--- src/rtl/adc_seq_pkg.sv ---
package adc_seq_pkg;

   // Sequencer phase: waiting, converting, or in the result-write cycle
   typedef enum logic [1:0] {
      ST_IDLE  = 2'd0,
      ST_CONV  = 2'd1,
      ST_WRITE = 2'd2
   } seq_state_t;

   localparam int unsigned DEF_PH_PER_MC = 6;
   localparam int unsigned DEF_SHORT_MC  = 8;
   localparam int unsigned DEF_LONG_MC   = 16;
   localparam int unsigned DEF_RES_W     = 10;
   localparam int unsigned DEF_SYNC      = 2;

endpackage

--- src/rtl/adc_seq_mcgen.sv ---
// Machine-cycle phase generator: one strobe per PH_PER_MC input clocks.
module adc_seq_mcgen #(
   parameter int unsigned PH_PER_MC = 6
) (
   input  logic clk,
   input  logic rst_n,
   output logic mc_last
);
   localparam int unsigned PW = (PH_PER_MC > 1) ? $clog2(PH_PER_MC) : 1;
   localparam logic [PW-1:0] PH_END = PW'(PH_PER_MC - 1);

   logic [PW-1:0] ph_q;

   always_ff @(posedge clk) begin
      if (!rst_n) begin
         ph_q <= '0;
      end else if (ph_q == PH_END) begin
         ph_q <= '0;
      end else begin
         ph_q <= ph_q + 1'b1;
      end
   end

   assign mc_last = (ph_q == PH_END);

endmodule

--- src/rtl/adc_seq_trig.sv ---
// Start request capture: pin synchroniser, falling-edge detect, pending latch.
module adc_seq_trig #(
   parameter int unsigned SYNC_STAGES = 2
) (
   input  logic clk,
   input  logic rst_n,
   input  logic start_n,
   input  logic bus_start,
   input  logic busy,
   input  logic launch,
   output logic trig_req
);
   logic [SYNC_STAGES-1:0] sync_q;
   logic                   prev_q;
   logic                   pin_fall;
   logic                   req_new;
   logic                   pend_q;

   // Idle level of the pin is high, so the chain resets to ones
   always_ff @(posedge clk) begin
      if (!rst_n) begin
         sync_q <= '1;
         prev_q <= 1'b1;
      end else begin
         sync_q <= {sync_q[SYNC_STAGES-2:0], start_n};
         prev_q <= sync_q[SYNC_STAGES-1];
      end
   end

   assign pin_fall = prev_q & ~sync_q[SYNC_STAGES-1];

   // Requests seen while converting are dropped, not remembered
   assign req_new = (bus_start | pin_fall) & ~busy;

   always_ff @(posedge clk) begin
      if (!rst_n) begin
         pend_q <= 1'b0;
      end else if (launch) begin
         pend_q <= 1'b0;
      end else if (req_new) begin
         pend_q <= 1'b1;
      end
   end

   assign trig_req = pend_q | req_new;

endmodule

--- src/rtl/adc_seq_fsm.sv ---
// Conversion sequencer: counts machine cycles through the conversion and write cycle.
module adc_seq_fsm
   import adc_seq_pkg::*;
#(
   parameter int unsigned SHORT_MC = 8,
   parameter int unsigned LONG_MC  = 16
) (
   input  logic clk,
   input  logic rst_n,
   input  logic mc_last,
   input  logic trig_req,
   input  logic cont_en,
   input  logic long_sel,
   output logic busy,
   output logic launch,
   output logic done
);
   localparam int unsigned CW = $clog2(LONG_MC + 1);
   localparam logic [CW-1:0] SHORT_END = CW'(SHORT_MC - 1);
   localparam logic [CW-1:0] LONG_END  = CW'(LONG_MC - 1);

   seq_state_t    state_q;
   logic [CW-1:0] mcnt_q;
   logic          long_q;
   logic [CW-1:0] end_cnt;

   // The length choice only exists when the two lengths differ
   generate
      if (SHORT_MC == LONG_MC) begin : g_fixed_len
         assign end_cnt = SHORT_END;
      end else begin : g_sel_len
         assign end_cnt = long_q ? LONG_END : SHORT_END;
      end
   endgenerate

   assign launch = mc_last &
                   (((state_q == ST_WRITE) & cont_en) |
                    ((state_q != ST_CONV) & trig_req));

   assign done = mc_last & (state_q == ST_CONV) & (mcnt_q == end_cnt);

   always_ff @(posedge clk) begin
      if (!rst_n) begin
         state_q <= ST_IDLE;
         mcnt_q  <= '0;
         long_q  <= 1'b0;
      end else if (launch) begin
         state_q <= ST_CONV;
         mcnt_q  <= '0;
         long_q  <= long_sel;
      end else if (done) begin
         state_q <= ST_WRITE;
      end else if (mc_last && state_q == ST_CONV) begin
         mcnt_q  <= mcnt_q + 1'b1;
      end else if (mc_last && state_q == ST_WRITE) begin
         state_q <= ST_IDLE;
      end
   end

   assign busy = (state_q == ST_CONV);

endmodule

--- src/rtl/adc_seq_result.sv ---
// Result register and interrupt request flag.
module adc_seq_result #(
   parameter int unsigned RES_W = 10
) (
   input  logic             clk,
   input  logic             rst_n,
   input  logic             done,
   input  logic             irq_clr,
   input  logic [RES_W-1:0] ain_code,
   output logic [RES_W-1:0] result,
   output logic             irq_req
);
   always_ff @(posedge clk) begin
      if (!rst_n) begin
         result <= '0;
      end else if (done) begin
         result <= ain_code;
      end
   end

   // Completion takes priority over a simultaneous software clear
   always_ff @(posedge clk) begin
      if (!rst_n) begin
         irq_req <= 1'b0;
      end else if (done) begin
         irq_req <= 1'b1;
      end else if (irq_clr) begin
         irq_req <= 1'b0;
      end
   end

endmodule

--- src/rtl/adc_seq_ctrl.sv ---
// Top level of the A/D conversion timing sequencer.
module adc_seq_ctrl
   import adc_seq_pkg::*;
#(
   parameter int unsigned PH_PER_MC   = DEF_PH_PER_MC,
   parameter int unsigned SHORT_MC    = DEF_SHORT_MC,
   parameter int unsigned LONG_MC     = DEF_LONG_MC,
   parameter int unsigned RES_W       = DEF_RES_W,
   parameter int unsigned SYNC_STAGES = DEF_SYNC
) (
   input  logic             clk,
   input  logic             rst_n,
   input  logic             res_lo_wr,
   input  logic             start_n,
   input  logic             ctl_cont,
   input  logic             ctl_long,
   input  logic             irq_clr,
   input  logic [RES_W-1:0] ain_code,
   output logic             mc_tick,
   output logic             busy,
   output logic             irq_req,
   output logic [RES_W-1:0] result
);
   // Elaboration-time parameter checks
   generate
      if (PH_PER_MC < 2) begin : g_bad_ph
         $error("adc_seq_ctrl: PH_PER_MC must be at least 2");
      end
      if (SHORT_MC < 1 || LONG_MC < SHORT_MC) begin : g_bad_len
         $error("adc_seq_ctrl: need 1 <= SHORT_MC <= LONG_MC");
      end
      if (SYNC_STAGES < 2) begin : g_bad_sync
         $error("adc_seq_ctrl: SYNC_STAGES must be at least 2");
      end
      if (RES_W < 1) begin : g_bad_w
         $error("adc_seq_ctrl: RES_W must be positive");
      end
   endgenerate

   logic mc_last;
   logic trig_req;
   logic launch;
   logic done;
   logic busy_i;

   adc_seq_mcgen #(
      .PH_PER_MC (PH_PER_MC)
   ) u_mcgen (
      .clk     (clk),
      .rst_n   (rst_n),
      .mc_last (mc_last)
   );

   adc_seq_trig #(
      .SYNC_STAGES (SYNC_STAGES)
   ) u_trig (
      .clk       (clk),
      .rst_n     (rst_n),
      .start_n   (start_n),
      .bus_start (res_lo_wr),
      .busy      (busy_i),
      .launch    (launch),
      .trig_req  (trig_req)
   );

   adc_seq_fsm #(
      .SHORT_MC (SHORT_MC),
      .LONG_MC  (LONG_MC)
   ) u_fsm (
      .clk      (clk),
      .rst_n    (rst_n),
      .mc_last  (mc_last),
      .trig_req (trig_req),
      .cont_en  (ctl_cont),
      .long_sel (ctl_long),
      .busy     (busy_i),
      .launch   (launch),
      .done     (done)
   );

   adc_seq_result #(
      .RES_W (RES_W)
   ) u_result (
      .clk      (clk),
      .rst_n    (rst_n),
      .done     (done),
      .irq_clr  (irq_clr),
      .ain_code (ain_code),
      .result   (result),
      .irq_req  (irq_req)
   );

   assign mc_tick = mc_last;
   assign busy    = busy_i;

endmodule

--- config.mk ---
export PLATFORM = sky130hd
export DESIGN_NAME = adc_seq_ctrl
export DESIGN_NICKNAME = d
export VERILOG_FILES = /design/src/rtl/adc_seq_pkg.sv /design/src/rtl/adc_seq_mcgen.sv /design/src/rtl/adc_seq_trig.sv /design/src/rtl/adc_seq_fsm.sv /design/src/rtl/adc_seq_result.sv /design/src/rtl/adc_seq_ctrl.sv
export SDC_FILE = /design/constraint.sdc
export NUM_CORES = 1
export LEC_CHECK = 0
export BUFFER_PORTS_ARGS = -buffer_cell sky130_fd_sc_hd__buf_2
export CORE_MARGIN = 2
export CORE_UTILIZATION = 57
export CTS_BUF_LIST = sky130_fd_sc_hd__clkbuf_2
export DETAILED_ROUTE_END_ITERATION = 16
export PLACE_DENSITY = 0.89
export SYNTH_ARGS = -nofsm -noshare
export SYNTH_HDL_FRONTEND = slang
export SYNTH_SLANG_ARGS = --single-unit
--- constraint.sdc ---
create_clock -name clk -period 2.9 [get_ports clk]
set_clock_uncertainty 0.15 [all_clocks]
set_input_delay 0.145 -clock clk [delete_from_list [all_inputs] [get_ports clk]]
set_output_delay 0.145 -clock clk [all_outputs]
set_load 0.02 [all_outputs]
# Yosys cells after proc, flatten, opt, wreduce, memory -nomap -nowiden
# Cells that the tools add are included.
# word_totals
word_cells,50
regBits,26
output_inout_bits,13
# classes
mux,7
bitwise_logic,14
add_sub_neg,2
n_reduce_logical,10
n_eq_ne,7
# ops
operator,count
AND 1 bit,7
2-to-1 mux 2 bit,3
AND reduction 2 bit,3
"adder 5 x 1 -> 5 bit, second input constant",1
== test 5 bit,1
2-to-1 mux 4 bit,1
NOT 1 bit,4
nonzero test 2 bit,2
OR reduction 2 bit,2
"adder 3 x 1 -> 3 bit, second input constant",1
"== test 3 bit, second input constant",1
2-to-1 mux 1 bit,3
"!= test 3 bit, second input constant",1
OR 1 bit,3
nonzero test 3 bit,1
"== test 2 x 1 -> 1 bit, second input constant",1
"== test 2 bit, second input constant",1
logical AND 1 bit,2
"!= test 2 x 1 -> 1 bit, second input constant",1
"!= test 2 bit, second input constant",1

# Longest topological paths before layout
# Gate-level depths: netlist of run 1.
# logic_depth
word_depth,10
ltp_mapped,7
mapped_depth_nobuf,7

# By module
# From an unflattened synthesis of run 1, not the netlist that was laid out.
# hier_totals
hier_cells,110
hier_area_um2,1113.6
# modules_own_cells
module,seq_area_each_um2,instances,area_per_inst_um2,cells_each
adc_seq_fsm,160.2,1,422.9,49
adc_seq_result,220.2,1,411.6,35
adc_seq_mcgen,60.1,1,140.1,13
adc_seq_trig,80.1,1,138.9,13

# Worst setup path after synthesis of run 1
# OpenSTA, ideal clock, no wires.
# synth_timing
path_kind,flip-flop to flip-flop
start,register u_mcgen.ph_q[0]
end,register u_result.result[0]
setup_time_ps,116
stages_incl_launch_ff,7
period_less_slack_ps,1677
path_buffers,1
setup_slack_ps,1223
arrival_ps,1411
cell_sequence,dfxtp_1 > ha_1 > and4b_1 > nor3b_4 > buf_6 > mux2i_1 > nor2b_1
# synth_via
elab_chain_cells,3
# synth_lines
item,line_no,rtl
from (decl),adc_seq_mcgen.sv:12,logic [PW-1:0] ph_q;
from (signal assigned),adc_seq_mcgen.sv:20,ph_q <= ph_q + 1'b1;
== test 3 bit,adc_seq_mcgen.sv:24,assign mc_last = (ph_q == PH_END);
AND 1 bit (2 in series),adc_seq_fsm.sv:40,assign done = mc_last & (state_q == ST_CONV) & (mcnt_q == end_cnt);
to (signal assigned),adc_seq_result.sv:17,result <= ain_code;
to (decl),adc_seq_result.sv:10,"output logic [RES_W-1:0] result,"
# No other way between the ends.
# A chain may end at the register's enable or synchronous reset.

# Final worst setup path of run 1
# layout_timing
start,register u_mcgen.ph_q[0]
end,register u_result.irq_req
# layout_via
elab_chain_cells,4
# layout_lines
item,line_no,rtl
== test 3 bit (*),adc_seq_mcgen.sv:24,
AND 1 bit (*) (2 in series),adc_seq_fsm.sv:40,
2-to-1 mux 1 bit or nonzero test 2 bit (tied branches),--,
to (signal assigned),adc_seq_result.sv:24,irq_req <= 1'b0;
to (signal assigned),adc_seq_result.sv:26,irq_req <= 1'b1;
to (signal assigned),adc_seq_result.sv:28,irq_req <= 1'b0;
to (decl),adc_seq_result.sv:11,output logic irq_req
# Mark *: on every way between the ends. The rest lies on a longest branch, timed or not.

==> flow_summary.yaml, run 1 <==
status:
  outcome: "completed"
layout:
  area_delta_synth_final_pct: 33.9
  n_antenna_cell: 0
  drive_gt1_share_pct: 26.3
  fillCellCount: 102
  final_nets: 173
  fin_area_um2: 1470
job:
  cap_violations: 0
detailed_routing:
  wl_per_cell_um: 14.5
  wirelength_um: 2560
  route.vias.total: 943
  detail_route.drc_violations: 0
  first_pass_iters: 4
  drtAntennaViolNets: 0
  drtIter0Drc: 22
  via_per_inst: 5.33
setup_path:
  worstSetupPathType: "flip-flop to flip-flop"
  start_kind: "flip-flop"
  r2r_slack_ns: 0.42
  r2r_start: "u_mcgen.ph_q[0]"
  rr_worst_depth: 5
  cp.required_ns: 3.08
  crit_end: "u_result.irq_req"
  path_max_fanout: 12
  cp.arrival_ns: 2.66
  crit_path_max_incr_delay_ns: 0.65
  critPathTopFamily: "simple AND/OR/NAND/NOR gates"
  r2r-end: "u_result.irq_req"
  cp.depth: 5
  crit_path_end_kind: "flip-flop"
  slowest_stage: "nor3b_4"
  startpoint: "u_mcgen.ph_q[0]"
  crit_chain: "ha_1, and4b_1, nor3b_4, o21a_1, dlygate4sd3_1"
  path_buf_inv: 1
pwr:
  leakage_nw: 0.622
  power_density_nw_per_um2: 443
  irDropWorstVdd_uv: 349
synthesis:
  ys_seq_area_share_pct: 47.4
  yosys.area.top_type: "dfxtp_1"
  synthesis.area_um2: 1100
  synth-main-ff-cell: "dfxtp_1"
  ys_ff_latch: 26
  yosys_warnings: 0
  synthArstFlopShare_pct: 0
  synth_common_cells: "dfxtp_1, nor2b_1, mux2i_1"
  synth-edff-count: 0
  synth_area_leaders: "dfxtp_1, mux2i_1, nor2b_1, ha_1, nor2_1"
  synth.most_common_cell: "dfxtp_1"
  ys_types: 32
  synth_area_per_cell_um2: 10.5
  synth_nets: 125
  syn_inst: 105
  synth_top_area_share_pct: 47.4
die:
  initial_utilization_pct: 62.3
  core_area_um2: 1760
  die_h_um: 47.9
  ioPinCount: 30
  num_rows: 15
  die_w_um: 47.9
  die_area_um2: 2290
place:
  io_buffers: 29
  place_hpwl_um: 1510
  gp_congestion: 0.763
  placed_cell_area_um2: 1260
grt:
  grt_pass1_wl_um: 4240
  first_global_vias: 984
  antenna_found_initial: 0
  globalRouteTotalUtil_pct: 27.3
  grt_start_max_net_pins: 21
  overflow: 0
clock_network:
  cts_buffers: 3
  post-cts-setup-buffers: 0
  clk_path_buf_depth: 2
  cts_root_buffer: "clkbuf_2"
  htree_levels: 1
  clk-insertion-delay-late_ns: 0.36
  path_clk_slew_ns: 0.23
  cts_tree: "built"
  clock_sinks: 26
sta:
  fmax_ghz: 0.403
  slew_viol_final: 0
  finalCritPeriodShare_pct: 85.6
  hold_viol: 0
  post-route-min-period_ns: 2.48
  worst_pin_slew_ns: 0.725
  slew-limit-headroom_pct: 51.6
  grt_setup_unrepaired: "no"
  setup_violations: 0
  setup-tns-final_ns: 0
min_path:
  hold_class: "input port to flip-flop"
==> power breakdown <==
part           total (mW)  internal (mW)  switching, mW
sequential          0.370          0.365        0.00467
combinational      0.0551         0.0324         0.0227
clock               0.226          0.119          0.108
==> metal layers <==
layer	track usage, %	vias up	part of all wire, %
li1	-	456	-
met1	27.9	449	37
met4	7.57	0	1.0
met3	9.81	5	6.0
met2	51.7	33	56
met5	0	-	0
==> how the worst min path moves through the flow <==
stage	from	to	slack [ns]	cells after the start
after floorplan	start_n	u_trig.sync_q[0]	0.1	1
after global placement	start_n	u_trig.sync_q[0]	0.17	2
after detailed placement	start_n	u_trig.sync_q[0]	0.18	2
after CTS	ctl_cont	u_fsm.state_q[0]	0.09	4
after global routing	ctl_cont	u_fsm.state_q[0]	0.11	4
final	ctl_cont	u_fsm.state_q[0]	0.1	4
==> cell usage in the layout (no fill, tap or decap), types with 2 or more instances in the layout <==
cell type / count
xor2_1: 2
clkbuf_2: 3
nor2_1: 7
mux2i_1: 12
inv_1: 5
dfxtp_1: 26
a21oi_1: 2
nor2b_1: 13
o22ai_1: 2
o21ai_0: 3
or3_1: 2
nand2b_1: 3
nand2_1: 4
ha_1: 3
dlygate4sd3_1: 17
buf_2: 29
o21a_1: 2
==> metrics by stage <==
stage / util [%] / hold WS [ns] / std cells / setup WS, ns / power, mW
4_1_cts: 83.4 / 0.0861 / 177 / 0.439 / 0.654
3_3_place_gp: 71.2 / 0.174 / 156 / 0.908 / 0.409
5_1_grt: 83.4 / 0.110 / 177 / 0.274 / 0.678
2_1_floorplan: - / 0.0965 / 105 / 1.22 / 0.396
3_5_place_dp: 71.2 / 0.185 / 156 / 0.833 / 0.412
6_report: 83.4 / 0.0992 / 177 / 0.418 / 0.651
==> flip-flops by register name, summed over array words and instances (netlist names) <==
name and count:
u_result.result 10, u_mcgen.ph_q 3, u_fsm.long_q 1, u_trig.pend_q 1, u_trig.sync_q 2, u_trig.prev_q 1, u_fsm.state_q 2, u_fsm.mcnt_q 5
u_result.irq_req 1
==> cell families (layout without fill, tap and decap cells) <==
| logic type | count (synthesis) | count (layout) | share of synthesized area [%] |
|---|---|---|---|
| AND/OR/NAND/NOR | 37 | 37 | 20.4 |
| flip-flops | 26 | 26 | 47.4 |
| AO/OA/AOI/OAI | 16 | 16 | 11.4 |
| multiplexers | 12 | 12 | 10.9 |
| buffers and inverters | 8 | 55 | 3.42 |
| adder cells (fa/ha/maj) | 3 | 3 | 3.42 |
| XOR/XNOR | 3 | 3 | 3.08 |
==> area by class of cell <==
class,count,area (um^2),share of cell area [%]
well taps,25,31.3,2.13
repair buffers,46,315,21.4
inverters,5,18.8,1.28
clock buffers,3,15.0,1.02
clock inverters,1,30.0,2.04
multi-input cells,71,541,36.7
flip-flops and latches,26,520,35.4
==> repair_timing <==
item,4_1_cts,5_1_grt
hold endpoints to repair,17,0
resized for setup,0,0
hold buffers,17,0
==> worst reg2reg max path, stage by stage, from the launching register on <==
cell,delay (ns)
dfxtp_1,0.42
ha_1,0.21
and4b_1,0.26
nor3b_4,0.65
o21a_1,0.23
dlygate4sd3_1,0.54
No activity file was read; power rests on OpenSTA's default activity.
==> inputs of run 2 (changes only) <==
--- a/config.mk
+++ b/config.mk
@@ -7,10 +7,11 @@
 export LEC_CHECK = 0
 export BUFFER_PORTS_ARGS = -buffer_cell sky130_fd_sc_hd__buf_2
 export CORE_MARGIN = 2
-export CORE_UTILIZATION = 57
+export CORE_UTILIZATION = 45
 export CTS_BUF_LIST = sky130_fd_sc_hd__clkbuf_2
 export DETAILED_ROUTE_END_ITERATION = 16
-export PLACE_DENSITY = 0.89
+export PLACE_DENSITY = 0.73
 export SYNTH_ARGS = -nofsm -noshare
 export SYNTH_HDL_FRONTEND = slang
+export SYNTH_HIERARCHICAL = 1
 export SYNTH_SLANG_ARGS = --single-unit
==> flow_summary.yaml, run 2 <==
grt:
  grt_pass1_wl_um: 3690
  overflow: 0
  first_global_vias: 884
  antenna_found_initial: 0
  globalRouteTotalUtil_pct: 17.8
  grt_start_max_net_pins: 22
layout:
  mostFrequentLayoutCell: "buf_2"
  multiInputGateArea_um2: 563
  largest_register_ffs: 10
  area_delta_synth_final_pct: 38.7
  ff_latch_area_um2: 520
  fin_area_um2: 1540
  largest_register: "u_result/result"
  top_regs: "u_result/result x10, u_fsm/mcnt_q x5, u_mcgen/ph_q x3"
  drive_gt1_share_pct: 26.4
  final_nets: 184
  n_antenna_cell: 0
  most-common-layout-cells: "buf_2, dfxtp_1, dlygate4sd3_1, nor2b_1, mux2i_1"
  fillCellCount: 198
synthesis:
  synthesis.area_um2: 1110
  yosys.area.top_type: "dfxtp_1"
  synth_nets: 130
  synth-main-ff-cell: "dfxtp_1"
  syn_inst: 110
  ys_types: 30
  ys_ff_latch: 26
  synth_common_cells: "dfxtp_1, nor2b_1, mux2i_1"
  synth_area_leaders: "dfxtp_1, mux2i_1, nor2b_1, ha_1, a21oi_1"
  synth_top_area_share_pct: 46.7
  synth-edff-count: 0
  synth.most_common_cell: "dfxtp_1"
  synthArstFlopShare_pct: 0
  ys_seq_area_share_pct: 46.7
  yosys_warnings: 6
  synth_area_per_cell_um2: 10.1
clock_network:
  cts_tree: "built"
  clk_path_buf_depth: 2
  cts_buffers: 3
  ctsResizeCount: 0
  htree_levels: 1
  clock_sinks: 26
  cts_hold_buffers: 21
  cts_root_buffer: "clkbuf_2"
  clk-insertion-delay-late_ns: 0.35
  path_clk_slew_ns: 0.25
  post-cts-setup-buffers: 0
setup_path:
  crit_path_end_kind: "flip-flop"
  path_max_fanout: 11
  slowest_stage: "dlygate4sd3_1"
  r2r_start: "u_fsm/mcnt_q[0]"
  critPathTopFamily: "buffers and inverters"
  r2r_slack_ns: 0.30
  cp.arrival_ns: 2.73
  crit_path_max_incr_delay_ns: 0.54
  start_kind: "flip-flop"
  worstSetupPathType: "flip-flop to flip-flop"
  path_buf_inv: 2
  rr_worst_depth: 8
  cp.required_ns: 3.03
  r2r-end: "u_result/result[0]"
  crit_chain: "ha_1, nand2_1, or3_2, nor2_1, buf_4, mux2i_1, nor2b_1, dlygate4sd3_1"
  cp.depth: 8
  crit_end: "u_result/result[0]"
  startpoint: "u_fsm/mcnt_q[0]"
place:
  gp_congestion: 0.828
  placed_cell_area_um2: 1290
  place_hpwl_um: 1510
  io_buffers: 29
die:
  initial_utilization_pct: 46.2
  die_h_um: 53.7
  ioPinCount: 30
  die_w_um: 53.7
  die_area_um2: 2890
  num_rows: 18
  core_area_um2: 2410
sta:
  setup_violations: 0
  slew-limit-headroom_pct: 74.9
  fmax_ghz: 0.385
  slew_viol_final: 0
  post-route-min-period_ns: 2.60
  grt_setup_unrepaired: "no"
  finalCritPeriodShare_pct: 89.6
  setup-tns-final_ns: 0
  hold_viol: 0
  worst_pin_slew_ns: 0.374
pwr:
  irDropWorstVdd_uv: 454
  power_density_nw_per_um2: 419
  power_mw: 0.647
  leakage_nw: 0.666
detailed_routing:
  wirelength_um: 2270
  first_pass_iters: 4
  drtAntennaViolNets: 0
  drtIter0Drc: 8
  route.vias.total: 933
  via_per_inst: 4.83
  wl_per_cell_um: 11.7
  detail_route.drc_violations: 0
min_path:
  hold_class: "input port to flip-flop"
  hold_depth: 5
  hold_path_startpoint: "ctl_cont"
job:
  cap_violations: 0
status:
  outcome: "completed"
## run 2: cell count changes in the layout (fill, tap and decap cells not counted), sizes merged, moves of 3 or more
| cell | change |
|---|---|
| a21oi | +3 |
| dlygate4sd3 | +4 |
| nor2b | +3 |
| nand3 | +3 |
## run 2: cell type report
type                            count  area share [%]
Multi-Input combinational cell     78            36.5
Inverter                            4           0.972
Clock inverter                      1            1.94
Sequential cell                    26            33.7
Timing Repair Buffer               51            23.5
Clock buffer                        3           0.972
Tap cell                           30            2.43
## run 2: logic make-up after synthesis
kind of cell,after synthesis,synth area share [%]
adder cells (fa/ha/maj),3,3.37
XOR/XNOR,2,2.25
buffers and inverters,6,2.70
AND/OR/NAND/NOR,47,24.6
AO/OA/AOI/OAI,16,11.3
flip-flops,26,46.7
multiplexers,10,8.99
## run 2: worst min path at each step
stage / end / slack [ns]
floorplan: u_trig/prev_q / 0.07
global placement: u_trig/sync_q[0] / 0.18
detailed placement: u_trig/sync_q[0] / 0.18
CTS: u_fsm/long_q / 0.12
global route: u_fsm/state_q[0] / 0.14
finish: u_fsm/long_q / 0.15
## run 2: layer usage
metal  track usage, %  wire length [um]  vias up
li1                 -                 -      476
met2             31.5              1210       12
met4             7.26                24        0
met5                0                 0        -
met3             3.89                54        4
met1             20.7               973      441
## run 2: worst reg2reg max path, cell delays in order, from the launching register on
cell,delay (ns)
dfxtp_1,0.43
ha_1,0.21
nand2_1,0.10
or3_2,0.47
nor2_1,0.13
buf_4,0.23
mux2i_1,0.23
nor2b_1,0.06
dlygate4sd3_1,0.54
## run 2: metrics by stage
step | instances | hold slack (ns) | setup WS (ns) | util, %
2_1_floorplan | 110 | 0.0680 | 0.848 | -
3_3_place_gp | 168 | 0.178 | 0.895 | 53.5
3_5_place_dp | 168 | 0.178 | 0.823 | 53.5
4_1_cts | 193 | 0.124 | 0.318 | 64.1
5_1_grt | 193 | 0.144 | 0.150 | 64.1
6_report | 193 | 0.149 | 0.302 | 64.1
## run 2: where the power goes
part	internal [mW]	leakage (nW)	switching (mW)
Combinational	0.0339	0.428	0.0209
Sequential	0.365	0.211	0.00396
Clock	0.119	0.0266	0.104
==> inputs of run 3 (changes only) <==
--- a/config.mk
+++ b/config.mk
@@ -5,7 +5,7 @@
 export SDC_FILE = /design/constraint.sdc
 export NUM_CORES = 1
 export LEC_CHECK = 0
-export BUFFER_PORTS_ARGS = -buffer_cell sky130_fd_sc_hd__buf_2
+export BUFFER_PORTS_ARGS = -buffer_cell sky130_fd_sc_hd__buf_4
 export CORE_MARGIN = 2
 export CORE_UTILIZATION = 45
 export CTS_BUF_LIST = sky130_fd_sc_hd__clkbuf_2
==> flow_summary.yaml, run 3 (same netlist as run 2, synthesis figures left out) <==
status:
  outcome: "completed"
sta:
  grt_setup_unrepaired: "no"
  finalCritPeriodShare_pct: 91.7
  hold_viol: 0
  fmax_ghz: 0.376
  slew_viol_final: 0
  slew-limit-headroom_pct: 74.0
  timing.final.ws_setup_ns: 0.240
  post-route-min-period_ns: 2.66
  setup_violations: 0
  setup-tns-final_ns: 0
  worst_pin_slew_ns: 0.388
  holdWs_ns: 0.143
detailed_routing:
  detail_route.drc_violations: 0
  first_pass_iters: 4
  drtIter0Drc: 15
  via_per_inst: 4.79
  drtAntennaViolNets: 0
  route.vias.total: 953
  wirelength_um: 2520
  wl_per_cell_um: 12.7
setup_path:
  crit_path_end_kind: "flip-flop"
  worstSetupPathType: "flip-flop to flip-flop"
  start_kind: "flip-flop"
  cp.required_ns: 3.02
  path_max_fanout: 11
  r2r-end: "u_result/result[2]"
  r2r_start: "u_fsm/mcnt_q[0]"
  rr_worst_depth: 8
  r2r_slack_ns: 0.24
  cp.arrival_ns: 2.78
place:
  placed_cell_area_um2: 1360
  post-place-ws_ns: 0.874
  io_buffers: 29
  gp_congestion: 0.822
  place_hpwl_um: 1470
layout:
  drive_gt1_share_pct: 24.9
  fin_area_um2: 1650
  final_nets: 190
  largest_register: "u_result/result"
  most-common-layout-cells: "buf_4, dlygate4sd3_1, dfxtp_1, nor2b_1, mux2i_1"
  mostFrequentLayoutCell: "buf_4"
  top_regs: "u_result/result x10, u_fsm/mcnt_q x5, u_mcgen/ph_q x3"
  fin_util_pct: 68.5
  n_antenna_cell: 0
  fillCellCount: 184
  area_delta_synth_final_pct: 48.2
  largest_register_ffs: 10
die:
  die_w_um: 53.7
  num_rows: 18
  core_area_um2: 2410
  die_h_um: 53.7
  die_area_um2: 2890
  initial_utilization_pct: 46.2
  ioPinCount: 30
grt:
  grt_pass1_wl_um: 4060
  busiest_layer: "met2"
  grt_util_met2_pct: 33.7
  first_global_vias: 940
  use_met1_pct: 23.6
  antenna_found_initial: 0
  grt_start_max_net_pins: 22
  grt_use_met3_pct: 5.83
  overflow: 0
  globalRouteTotalUtil_pct: 19.4
pwr:
  leakage_nw: 0.701
  irDropWorstVdd_uv: 432
  power_density_nw_per_um2: 343
clock_network:
  clock_sinks: 26
  cts_hold_buffers: 27
  path_clk_slew_ns: 0.23
  ctsResizeCount: 0
  cts_tree: "built"
  cts_buffers: 3
  clk-insertion-delay-late_ns: 0.35
  cts_root_buffer: "clkbuf_2"
  htree_levels: 1
  clk_path_buf_depth: 2
  post-cts-setup-buffers: 0
min_path:
  hold_class: "input port to flip-flop"
  hold_path_startpoint: "ctl_cont"
  holdPathEnd: "u_fsm/long_q"
  hold_depth: 5
job:
  cap_violations: 0
[run 3: cell count changes in the layout (fill, tap and decap cells not counted), sizes merged]
cell / change
dlygate4sd3: +6
clkinv: +1
bufinv: -1
[run 3: worst max-delay path, stage by stage (launching register included)]
cell,delay (ns)
dfxtp_1,0.43
ha_1,0.21
nand2_1,0.11
or3_2,0.47
nor2_1,0.12
buf_4,0.23
mux2i_1,0.24
nor2b_1,0.07
dlygate4sd3_1,0.55
[run 3: worst max path at each step]
stage	from	to
2_1_floorplan	u_fsm/state_q[0]	u_fsm/state_q[1]
3_3_place_gp	u_fsm/mcnt_q[0]	u_result/result[6]
3_5_place_dp	u_fsm/mcnt_q[0]	u_result/result[8]
4_1_cts	u_fsm/mcnt_q[0]	u_result/result[8]
5_1_grt	u_fsm/mcnt_q[0]	u_result/result[2]
6_report	u_fsm/mcnt_q[0]	u_result/result[2]
[run 3: layout make-up]
type | count | area [um^2] | share of cell area (%)
Clock buffer | 3 | 15.0 | 0.910
Clock inverter | 1 | 3.75 | 0.227
Inverter | 4 | 15.0 | 0.910
Multi-Input combinational cell | 78 | 563 | 34.1
Sequential cell | 26 | 520 | 31.5
Tap cell | 30 | 37.5 | 2.27
Timing Repair Buffer | 57 | 495 | 30.0
[run 3: metrics by stage]
| stage | power, mW | std cells |
|---|---|---|
| global placement | 0.418 | 168 |
| detailed placement | 0.420 | 168 |
| CTS | 0.569 | 199 |
| finish | 0.566 | 199 |
| global route | 0.591 | 199 |
| floorplan | 0.397 | 110 |
[run 3: per-layer routing]
metal,part of all wire [%],up-vias
li1,-,492
met1,41,447
met2,56,12
met3,3.0,2
met4,0.40,0
met5,0,-
[run 3: where the power goes]
part           internal [mW]  total (mW)  leakage [nW]  switching, mW
Sequential             0.365       0.369         0.211        0.00372
Clock                 0.0300       0.135        0.0140          0.105
Combinational         0.0402      0.0626         0.476         0.0224
